### src/rtl/pdma_pkg.sv
package pdma_pkg;

  typedef enum logic [1:0] {
    SZ_BYTE = 2'd0,
    SZ_HALF = 2'd1,
    SZ_WORD = 2'd2
  } beat_size_e;

  typedef enum logic [2:0] {
    SEL_CTRL     = 3'd0,
    SEL_CUR_ADDR = 3'd1,
    SEL_CUR_CNT  = 3'd2,
    SEL_NXT_ADDR = 3'd3,
    SEL_NXT_CNT  = 3'd4,
    SEL_FLAG_CLR = 3'd5
  } reg_sel_e;

  typedef enum logic [1:0] {
    XS_IDLE = 2'd0,
    XS_MEM  = 2'd1,
    XS_ACK  = 2'd2
  } xfer_state_e;

  typedef struct packed {
    logic [1:0] size;
    logic       m2p;
    logic       enable;
  } chan_ctrl_t;

  // Byte stride of one beat; the reserved code 3 behaves as a word.
  function automatic logic [3:0] beat_stride(input logic [1:0] sz);
    case (sz)
      SZ_BYTE: beat_stride = 4'd1;
      SZ_HALF: beat_stride = 4'd2;
      default: beat_stride = 4'd4;
    endcase
  endfunction

endpackage

### src/rtl/pdma_regs.sv
module pdma_regs
  import pdma_pkg::*;
#(
  parameter int ADDR_W = 32,
  parameter int CNT_W  = 16
) (
  input  logic              clk,
  input  logic              rst_n,
  input  logic              cfg_we,
  input  logic [2:0]        cfg_addr,
  input  logic [ADDR_W-1:0] cfg_wdata,
  input  logic              beat_done,
  input  logic              xfer_busy,
  output chan_ctrl_t        ctrl,
  output logic [ADDR_W-1:0] cur_addr,
  output logic [CNT_W-1:0]  cur_cnt,
  output logic [CNT_W-1:0]  nxt_cnt,
  output logic              done_flag,
  output logic              reload_flag
);

  logic [ADDR_W-1:0] nxt_addr;
  logic wr_ctrl, wr_cur_addr, wr_cur_cnt, wr_nxt_addr, wr_nxt_cnt, wr_clr;
  logic last_beat, idle_load, do_reload, drained;
  logic [ADDR_W-1:0] stride;

  always_comb begin
    wr_ctrl     = cfg_we && (cfg_addr == SEL_CTRL);
    wr_cur_addr = cfg_we && (cfg_addr == SEL_CUR_ADDR);
    wr_cur_cnt  = cfg_we && (cfg_addr == SEL_CUR_CNT);
    wr_nxt_addr = cfg_we && (cfg_addr == SEL_NXT_ADDR);
    wr_nxt_cnt  = cfg_we && (cfg_addr == SEL_NXT_CNT);
    wr_clr      = cfg_we && (cfg_addr == SEL_FLAG_CLR);
    stride      = ADDR_W'(beat_stride(ctrl.size));
    last_beat   = beat_done && (cur_cnt == CNT_W'(1));
    idle_load   = ctrl.enable && !xfer_busy && (cur_cnt == '0);
    do_reload   = (last_beat || idle_load) && (nxt_cnt != '0);
    drained     = last_beat && (nxt_cnt == '0);
  end

  always_ff @(posedge clk or negedge rst_n) begin
    if (!rst_n) begin
      ctrl <= '0;
    end else if (wr_ctrl) begin
      ctrl <= chan_ctrl_t'(cfg_wdata[3:0]);
    end
  end

  always_ff @(posedge clk or negedge rst_n) begin
    if (!rst_n) begin
      cur_addr <= '0;
      cur_cnt  <= '0;
    end else begin
      if (wr_cur_addr)     cur_addr <= cfg_wdata;
      else if (do_reload)  cur_addr <= nxt_addr;
      else if (beat_done)  cur_addr <= cur_addr + stride;

      if (wr_cur_cnt)      cur_cnt <= cfg_wdata[CNT_W-1:0];
      else if (do_reload)  cur_cnt <= nxt_cnt;
      else if (beat_done && cur_cnt != '0) cur_cnt <= cur_cnt - CNT_W'(1);
    end
  end

  always_ff @(posedge clk or negedge rst_n) begin
    if (!rst_n) begin
      nxt_addr <= '0;
      nxt_cnt  <= '0;
    end else begin
      if (wr_nxt_addr) nxt_addr <= cfg_wdata;
      if (wr_nxt_cnt)      nxt_cnt <= cfg_wdata[CNT_W-1:0];
      else if (do_reload)  nxt_cnt <= '0;
    end
  end

  always_ff @(posedge clk or negedge rst_n) begin
    if (!rst_n) begin
      done_flag   <= 1'b0;
      reload_flag <= 1'b0;
    end else begin
      if (drained)                    done_flag <= 1'b1;
      else if (wr_clr && cfg_wdata[0]) done_flag <= 1'b0;
      if (do_reload)                  reload_flag <= 1'b1;
      else if (wr_clr && cfg_wdata[1]) reload_flag <= 1'b0;
    end
  end

  // an end-of-buffer reload moves the queue forward and empties it
  p_reload_moves_r7: assert property (@(posedge clk) disable iff (!rst_n)
    (last_beat && nxt_cnt != '0 && !cfg_we) |=>
      (nxt_cnt == '0 && cur_cnt == $past(nxt_cnt) && cur_addr == $past(nxt_addr) && reload_flag));

  // draining both buffers leaves an empty channel with the flag up
  p_drain_done_r8: assert property (@(posedge clk) disable iff (!rst_n)
    (drained && !cfg_we) |=> (done_flag && cur_cnt == '0));

  // a queue write in a reload cycle survives the reload
  p_next_write_wins_r9: assert property (@(posedge clk) disable iff (!rst_n)
    (do_reload && wr_nxt_cnt) |=> (nxt_cnt == $past(cfg_wdata[CNT_W-1:0])));

endmodule

### src/rtl/pdma_xfer.sv
module pdma_xfer
  import pdma_pkg::*;
#(
  parameter int ADDR_W = 32,
  parameter int DATA_W = 32,
  parameter int CNT_W  = 16
) (
  input  logic              clk,
  input  logic              rst_n,
  input  chan_ctrl_t        ctrl,
  input  logic [ADDR_W-1:0] cur_addr,
  input  logic [CNT_W-1:0]  cur_cnt,
  input  logic              per_req,
  input  logic [DATA_W-1:0] per_rx_data,
  output logic              per_ack,
  output logic [DATA_W-1:0] per_tx_data,
  output logic              mem_valid,
  input  logic              mem_ready,
  output logic              mem_write,
  output logic [1:0]        mem_size,
  output logic [ADDR_W-1:0] mem_addr,
  output logic [DATA_W-1:0] mem_wdata,
  input  logic [DATA_W-1:0] mem_rdata,
  output logic              beat_done,
  output logic              xfer_busy
);

  xfer_state_e       state;
  logic              start;
  logic [DATA_W-1:0] rdata_q;

  assign start = (state == XS_IDLE) && ctrl.enable && per_req && (cur_cnt != '0);

  always_ff @(posedge clk or negedge rst_n) begin
    if (!rst_n) begin
      state     <= XS_IDLE;
      mem_addr  <= '0;
      mem_write <= 1'b0;
      mem_size  <= '0;
      mem_wdata <= '0;
      rdata_q   <= '0;
    end else begin
      unique case (state)
        XS_IDLE: if (start) begin
          state     <= XS_MEM;
          mem_addr  <= cur_addr;
          mem_write <= !ctrl.m2p;
          mem_size  <= ctrl.size;
          mem_wdata <= per_rx_data;
        end
        XS_MEM: if (mem_ready) begin
          state <= XS_ACK;
          if (!mem_write) rdata_q <= mem_rdata;
        end
        XS_ACK:  state <= XS_IDLE;
        default: state <= XS_IDLE;
      endcase
    end
  end

  assign mem_valid   = (state == XS_MEM);
  assign per_ack     = (state == XS_ACK);
  assign beat_done   = (state == XS_ACK);
  assign per_tx_data = rdata_q;
  assign xfer_busy   = (state != XS_IDLE);

  // a stalled access keeps every field steady
  p_stall_hold_r6: assert property (@(posedge clk) disable iff (!rst_n)
    (mem_valid && !mem_ready) |=>
      (mem_valid && $stable(mem_addr) && $stable(mem_write) &&
       $stable(mem_size) && $stable(mem_wdata)));

  // one handshake ends the access
  p_single_access_r5: assert property (@(posedge clk) disable iff (!rst_n)
    (mem_valid && mem_ready) |=> !mem_valid);

  // an access only opens in answer to a request
  p_access_needs_req_r5: assert property (@(posedge clk) disable iff (!rst_n)
    $rose(mem_valid) |-> $past(per_req));

endmodule

### src/rtl/pdma_channel.sv
module pdma_channel
  import pdma_pkg::*;
#(
  parameter int ADDR_W = 32,
  parameter int DATA_W = 32,
  parameter int CNT_W  = 16
) (
  input  logic              clk,
  input  logic              rst_n,
  input  logic              cfg_we,
  input  logic [2:0]        cfg_addr,
  input  logic [ADDR_W-1:0] cfg_wdata,
  input  logic              per_req,
  input  logic [DATA_W-1:0] per_rx_data,
  output logic              per_ack,
  output logic [DATA_W-1:0] per_tx_data,
  output logic              mem_valid,
  input  logic              mem_ready,
  output logic              mem_write,
  output logic [1:0]        mem_size,
  output logic [ADDR_W-1:0] mem_addr,
  output logic [DATA_W-1:0] mem_wdata,
  input  logic [DATA_W-1:0] mem_rdata,
  output logic [CNT_W-1:0]  cur_count,
  output logic [CNT_W-1:0]  next_count,
  output logic              done_flag,
  output logic              reload_flag
);

  chan_ctrl_t        ctrl;
  logic [ADDR_W-1:0] cur_addr;
  logic              beat_done, xfer_busy;

  pdma_regs #(.ADDR_W(ADDR_W), .CNT_W(CNT_W)) u_regs (
    .clk(clk), .rst_n(rst_n),
    .cfg_we(cfg_we), .cfg_addr(cfg_addr), .cfg_wdata(cfg_wdata),
    .beat_done(beat_done), .xfer_busy(xfer_busy),
    .ctrl(ctrl), .cur_addr(cur_addr), .cur_cnt(cur_count), .nxt_cnt(next_count),
    .done_flag(done_flag), .reload_flag(reload_flag)
  );

  pdma_xfer #(.ADDR_W(ADDR_W), .DATA_W(DATA_W), .CNT_W(CNT_W)) u_xfer (
    .clk(clk), .rst_n(rst_n),
    .ctrl(ctrl), .cur_addr(cur_addr), .cur_cnt(cur_count),
    .per_req(per_req), .per_rx_data(per_rx_data),
    .per_ack(per_ack), .per_tx_data(per_tx_data),
    .mem_valid(mem_valid), .mem_ready(mem_ready), .mem_write(mem_write),
    .mem_size(mem_size), .mem_addr(mem_addr), .mem_wdata(mem_wdata),
    .mem_rdata(mem_rdata), .beat_done(beat_done), .xfer_busy(xfer_busy)
  );

  // acknowledge only follows an accepted memory beat
  p_ack_after_ready_r2: assert property (@(posedge clk) disable iff (!rst_n)
    per_ack |-> $past(mem_valid && mem_ready));

  // write data is the peripheral word present when the beat opened
  p_write_data_r2: assert property (@(posedge clk) disable iff (!rst_n)
    ($rose(mem_valid) && mem_write) |-> (mem_wdata == $past(per_rx_data)));

endmodule

### config.mk
export PLATFORM = sky130hd
export DESIGN_NAME = pdma_channel
export DESIGN_NICKNAME = d
export VERILOG_FILES = /design/src/rtl/pdma_pkg.sv /design/src/rtl/pdma_regs.sv /design/src/rtl/pdma_xfer.sv /design/src/rtl/pdma_channel.sv
export SDC_FILE = /design/constraint.sdc
export NUM_CORES = 1
export LEC_CHECK = 0
export ABC_AREA = 1
export BUFFER_PORTS_ARGS = -buffer_cell sky130_fd_sc_hd__buf_2
export CORE_MARGIN = 2
export CORE_UTILIZATION = 59
export DETAILED_ROUTE_END_ITERATION = 10
export HOLD_SLACK_MARGIN = 0.06
export PLACE_DENSITY_LB_ADDON = 0.15
export SYNTH_ARGS = -nofsm -noshare
export SYNTH_HDL_FRONTEND = slang
export SYNTH_HIERARCHICAL = 1
export SYNTH_SLANG_ARGS = --single-unit
### constraint.sdc
create_clock -name clk -period 5.6 [get_ports clk]
set_clock_uncertainty 0.2 [all_clocks]
set_input_delay 0.28 -clock clk [delete_from_list [all_inputs] [get_ports clk]]
set_output_delay 0.28 -clock clk [all_outputs]
set_load 0.005 [all_outputs]
==> flow_summary.toml <==
[clock_tree]
cts_inserted_buffers = 22
clk_path_buf_depth = 3
root_buffer = "clkbuf_16"
cts_tree = "yes"
insertion_delay_ps = 500
htree_num_levels = 1
cts.sinks = 203
post-cts-setup-buffers = 0
ctsResizeCount = 0
cts.clk_slew.worst_paths_ps = 60
ctsHoldBuffers = 103

[routing]
antenna_left = 0
drc = 0
drt_pre_antenna_iters = 5
routed_wl_mm = 33.3
drt_iter0_drc = 801
wl_per_cell_um = 17.2
vias = 10642
viasPerCell = 5.51

[logic_synthesis]
synthArstFlopShare = 1.00
ys_types = 37
seq_area_frac_synth = 0.486
synth_edf_count = 0
avgSynthCellArea_sq_um = 7.59
postSynthCellCount = 1378
ys.flop_type = "dfrtp_1"
synth_area_sq_um = 10500
synth_nets = 1489
ys_warn_count = 6
ys_seq_elements = 203

[power]
switchingPower_mw = 2.31
clockPowerShare = 0.252
p_int_mw = 3.84
netSwitchingFraction = 0.375
combPwrFrac = 0.334
powerDensity_nw_per_um2 = 458
irDropWorstVdd_uv = 268
p_leak_nw = 7.24
seq_power_share = 0.414

[global_routing]
gr-usage-met2 = 0.587
gr-usage-met1 = 0.451
grt_max_degree = 101
grt_pass1_vias = 10183
antenna_found_initial = 0
grt_remaining_overflow = 0
busiest_layer = "met2"
grtUsageTotal = 0.348
use_met3 = 0.0578
grt_pass1_wl_mm = 51.4

[critical_path]
required_ps = 5830
crit_fanout = 50
r2r_slack_ps = 2010
cp-start-kind = "flip-flop"
cp-end-kind = "flip-flop"
crit_arrival_ps = 3820
path_class = "flip-flop to flip-flop"

[floorplan]
start_util = 0.604
io_pins = 239
die_w_um = 137
fp.dieH_um = 137
core_area_sq_um = 17300
die_area_sq_um = 18800
row_count = 48

[layout]
fin_nets = 1800
nFillCells = 1222
drive_above_1_share = 0.188
area_growth_syn_to_layout_pct = 28.6
diodes = 0

[placed_design]
place_congestion = 0.888
portBuffers = 238
dp_hpwl_mm = 21.0

[timing]
finalSetupTns_ps = 0
period_share = 0.641
finalHoldViolCount = 0
rsz0062_at_grt = "no"
tightest_slew_ps = 1050
whs_ps = 205
setup-violations-final = 0
slew_viol_final = 0
period_needed_ps = 3590
max-slew-margin-rel = 0.297
max_freq_ghz = 0.279

[run_status]
status = "finished, final reports clean"

[flow_run]
maxCapViolations = 0

[min_path]
hold_class = "input pin to asynchronous set/reset pin"
-- power groups by stage --
| stage | clock, mW | combinational (mW) | sequential [mW] |
|---|---|---|---|
| floorplan | 0 | 1.12 | 2.46 |
| global route | 1.64 | 2.30 | 2.61 |
| detailed placement | 0 | 1.92 | 2.54 |
| finish | 1.55 | 2.05 | 2.55 |
| CTS | 1.58 | 2.00 | 2.52 |
| global placement | 0 | 1.87 | 2.52 |
-- cell usage after synthesis (7+ instances only) --
master    instances  share of area
buf_2            24          0.011
buf_6            13          0.014
clkbuf_1         21         0.0075
dfrtp_1         203           0.49
inv_1            96          0.034
mux2_2           13          0.014
nand2_1         538           0.19
nand3_1         204          0.098
nand4_1          11         0.0066
nor2_1          104          0.037
o21ai_0          43          0.021
o21ai_1           7         0.0034
o22ai_1          16         0.0096
or2_0             9         0.0054
xnor2_1           8         0.0067
xor2_1           11         0.0092
-- layout by cell type (no fill, tap or decap), types with 2 or more instances in the layout --
| cell type | n |
|---|---|
| a21oi_1 | 4 |
| buf_2 | 237 |
| buf_4 | 7 |
| bufinv_16 | 3 |
| clkbuf_1 | 4 |
| clkbuf_16 | 23 |
| clkbuf_8 | 7 |
| clkinv_1 | 2 |
| clkinv_2 | 3 |
| dfrtp_1 | 203 |
| dlygate4sd3_1 | 103 |
| ha_1 | 6 |
| inv_1 | 96 |
| inv_2 | 5 |
| mux2_2 | 13 |
| nand2_1 | 537 |
| nand2_2 | 7 |
| nand3_1 | 204 |
| nand3_2 | 2 |
| nand3b_1 | 6 |
| nand4_1 | 11 |
| nor2_1 | 104 |
| nor2_2 | 4 |
| nor2_4 | 3 |
| nor3_1 | 4 |
| o21ai_0 | 43 |
| o21ai_1 | 7 |
| o22ai_1 | 16 |
| o41ai_1 | 2 |
| or2_0 | 9 |
| or2_2 | 2 |
| xnor2_1 | 8 |
| xor2_1 | 11 |
-- worst paths after layout --
path / endpoint / start / cells past startpoint
worst max-delay path: u_regs/cur_addr[10]$_DFFE_PN0P_ / u_regs/nxt_cnt[2]$_DFFE_PN0P_ / 9
worst min-delay path: u_regs/cur_cnt[10]$_DFFE_PN0P_ / rst_n / 2
worst max register to register: u_regs/cur_addr[10]$_DFFE_PN0P_ / u_regs/nxt_cnt[2]$_DFFE_PN0P_ / 9
worst min register to register: u_xfer/mem_addr[5]$_DFFE_PN0P_ / u_xfer/mem_addr[5]$_DFFE_PN0P_ / 2
max in group asynchronous: u_xfer/mem_addr[28]$_DFFE_PN0P_ / rst_n / 3
min in group clk: u_xfer/mem_addr[5]$_DFFE_PN0P_ / u_xfer/mem_addr[5]$_DFFE_PN0P_ / 2
-- layout make-up --
cell class	instances	area, sq um	area share
multi-input cells	1011	4620	0.344
flip-flops and latches	203	5080	0.378
well taps	225	282	0.0209
inverters	103	387	0.0288
clock buffers	33	673	0.0501
repair buffers	348	2280	0.170
clock inverters	7	114	0.00847
-- layer usage --
| layer | vias up | wire (um) | part of all wire |
|---|---|---|---|
| met3 | 106 | 2790 | 0.084 |
| met5 | - | 0 | 0 |
| met4 | 0 | 1420 | 0.043 |
| met2 | 551 | 15800 | 0.48 |
| met1 | 4969 | 13200 | 0.40 |
| li1 | 5016 | - | - |
-- worst max-delay path, stage by stage, from the launching register on --
cell and delay (ps):
dfrtp_1 370, inv_1 100, nand4_1 150, nor2_1 160, nand2_1 570, nand2_4 770, nand2_2 370, inv_2 520
nand2_1 160, nand3_1 130
-- cell families (layout without fill, tap and decap cells) --
group	after synthesis	count (layout)	share of synthesized area
adder cells (fa/ha/maj)	7	7	0.00910
buffers and inverters	164	491	0.0722
flip-flops	203	203	0.486
multiplexers	13	13	0.0140
AO/OA/AOI/OAI	75	75	0.0402
XOR/XNOR	19	19	0.0159
AND/OR/NAND/NOR	897	897	0.363
-- state kept, by name (all words and copies together), names as in the netlist --
register / cells
u_regs/reload_flag: 1
u_xfer/state: 2
u_xfer/per_tx_data: 32
u_regs/nxt_addr: 32
u_xfer/mem_wdata: 32
u_regs/cur_addr: 32
u_regs/cur_cnt: 16
u_xfer/mem_size: 2
u_xfer/mem_write: 1
u_regs/nxt_cnt: 16
u_xfer/mem_addr: 32
u_regs/done_flag: 1
u_regs/ctrl: 4
-- metrics by stage --
| stage | cells | setup slack [ps] | area [sq um] | total power [mW] | utilization |
|---|---|---|---|---|---|
| after floorplan | 1378 | 3460 | 10500 | 3.58 | - |
| after global placement | 1787 | 2300 | 11600 | 4.40 | 0.672 |
| after global routing | 1930 | 1750 | 13400 | 6.55 | 0.777 |
| after CTS | 1930 | 2110 | 13400 | 6.10 | 0.777 |
| final | 1930 | 2010 | 13400 | 6.16 | 0.777 |
| after detailed placement | 1787 | 2140 | 11600 | 4.46 | 0.672 |
Note: power is estimated with default switching activity, not from simulation.
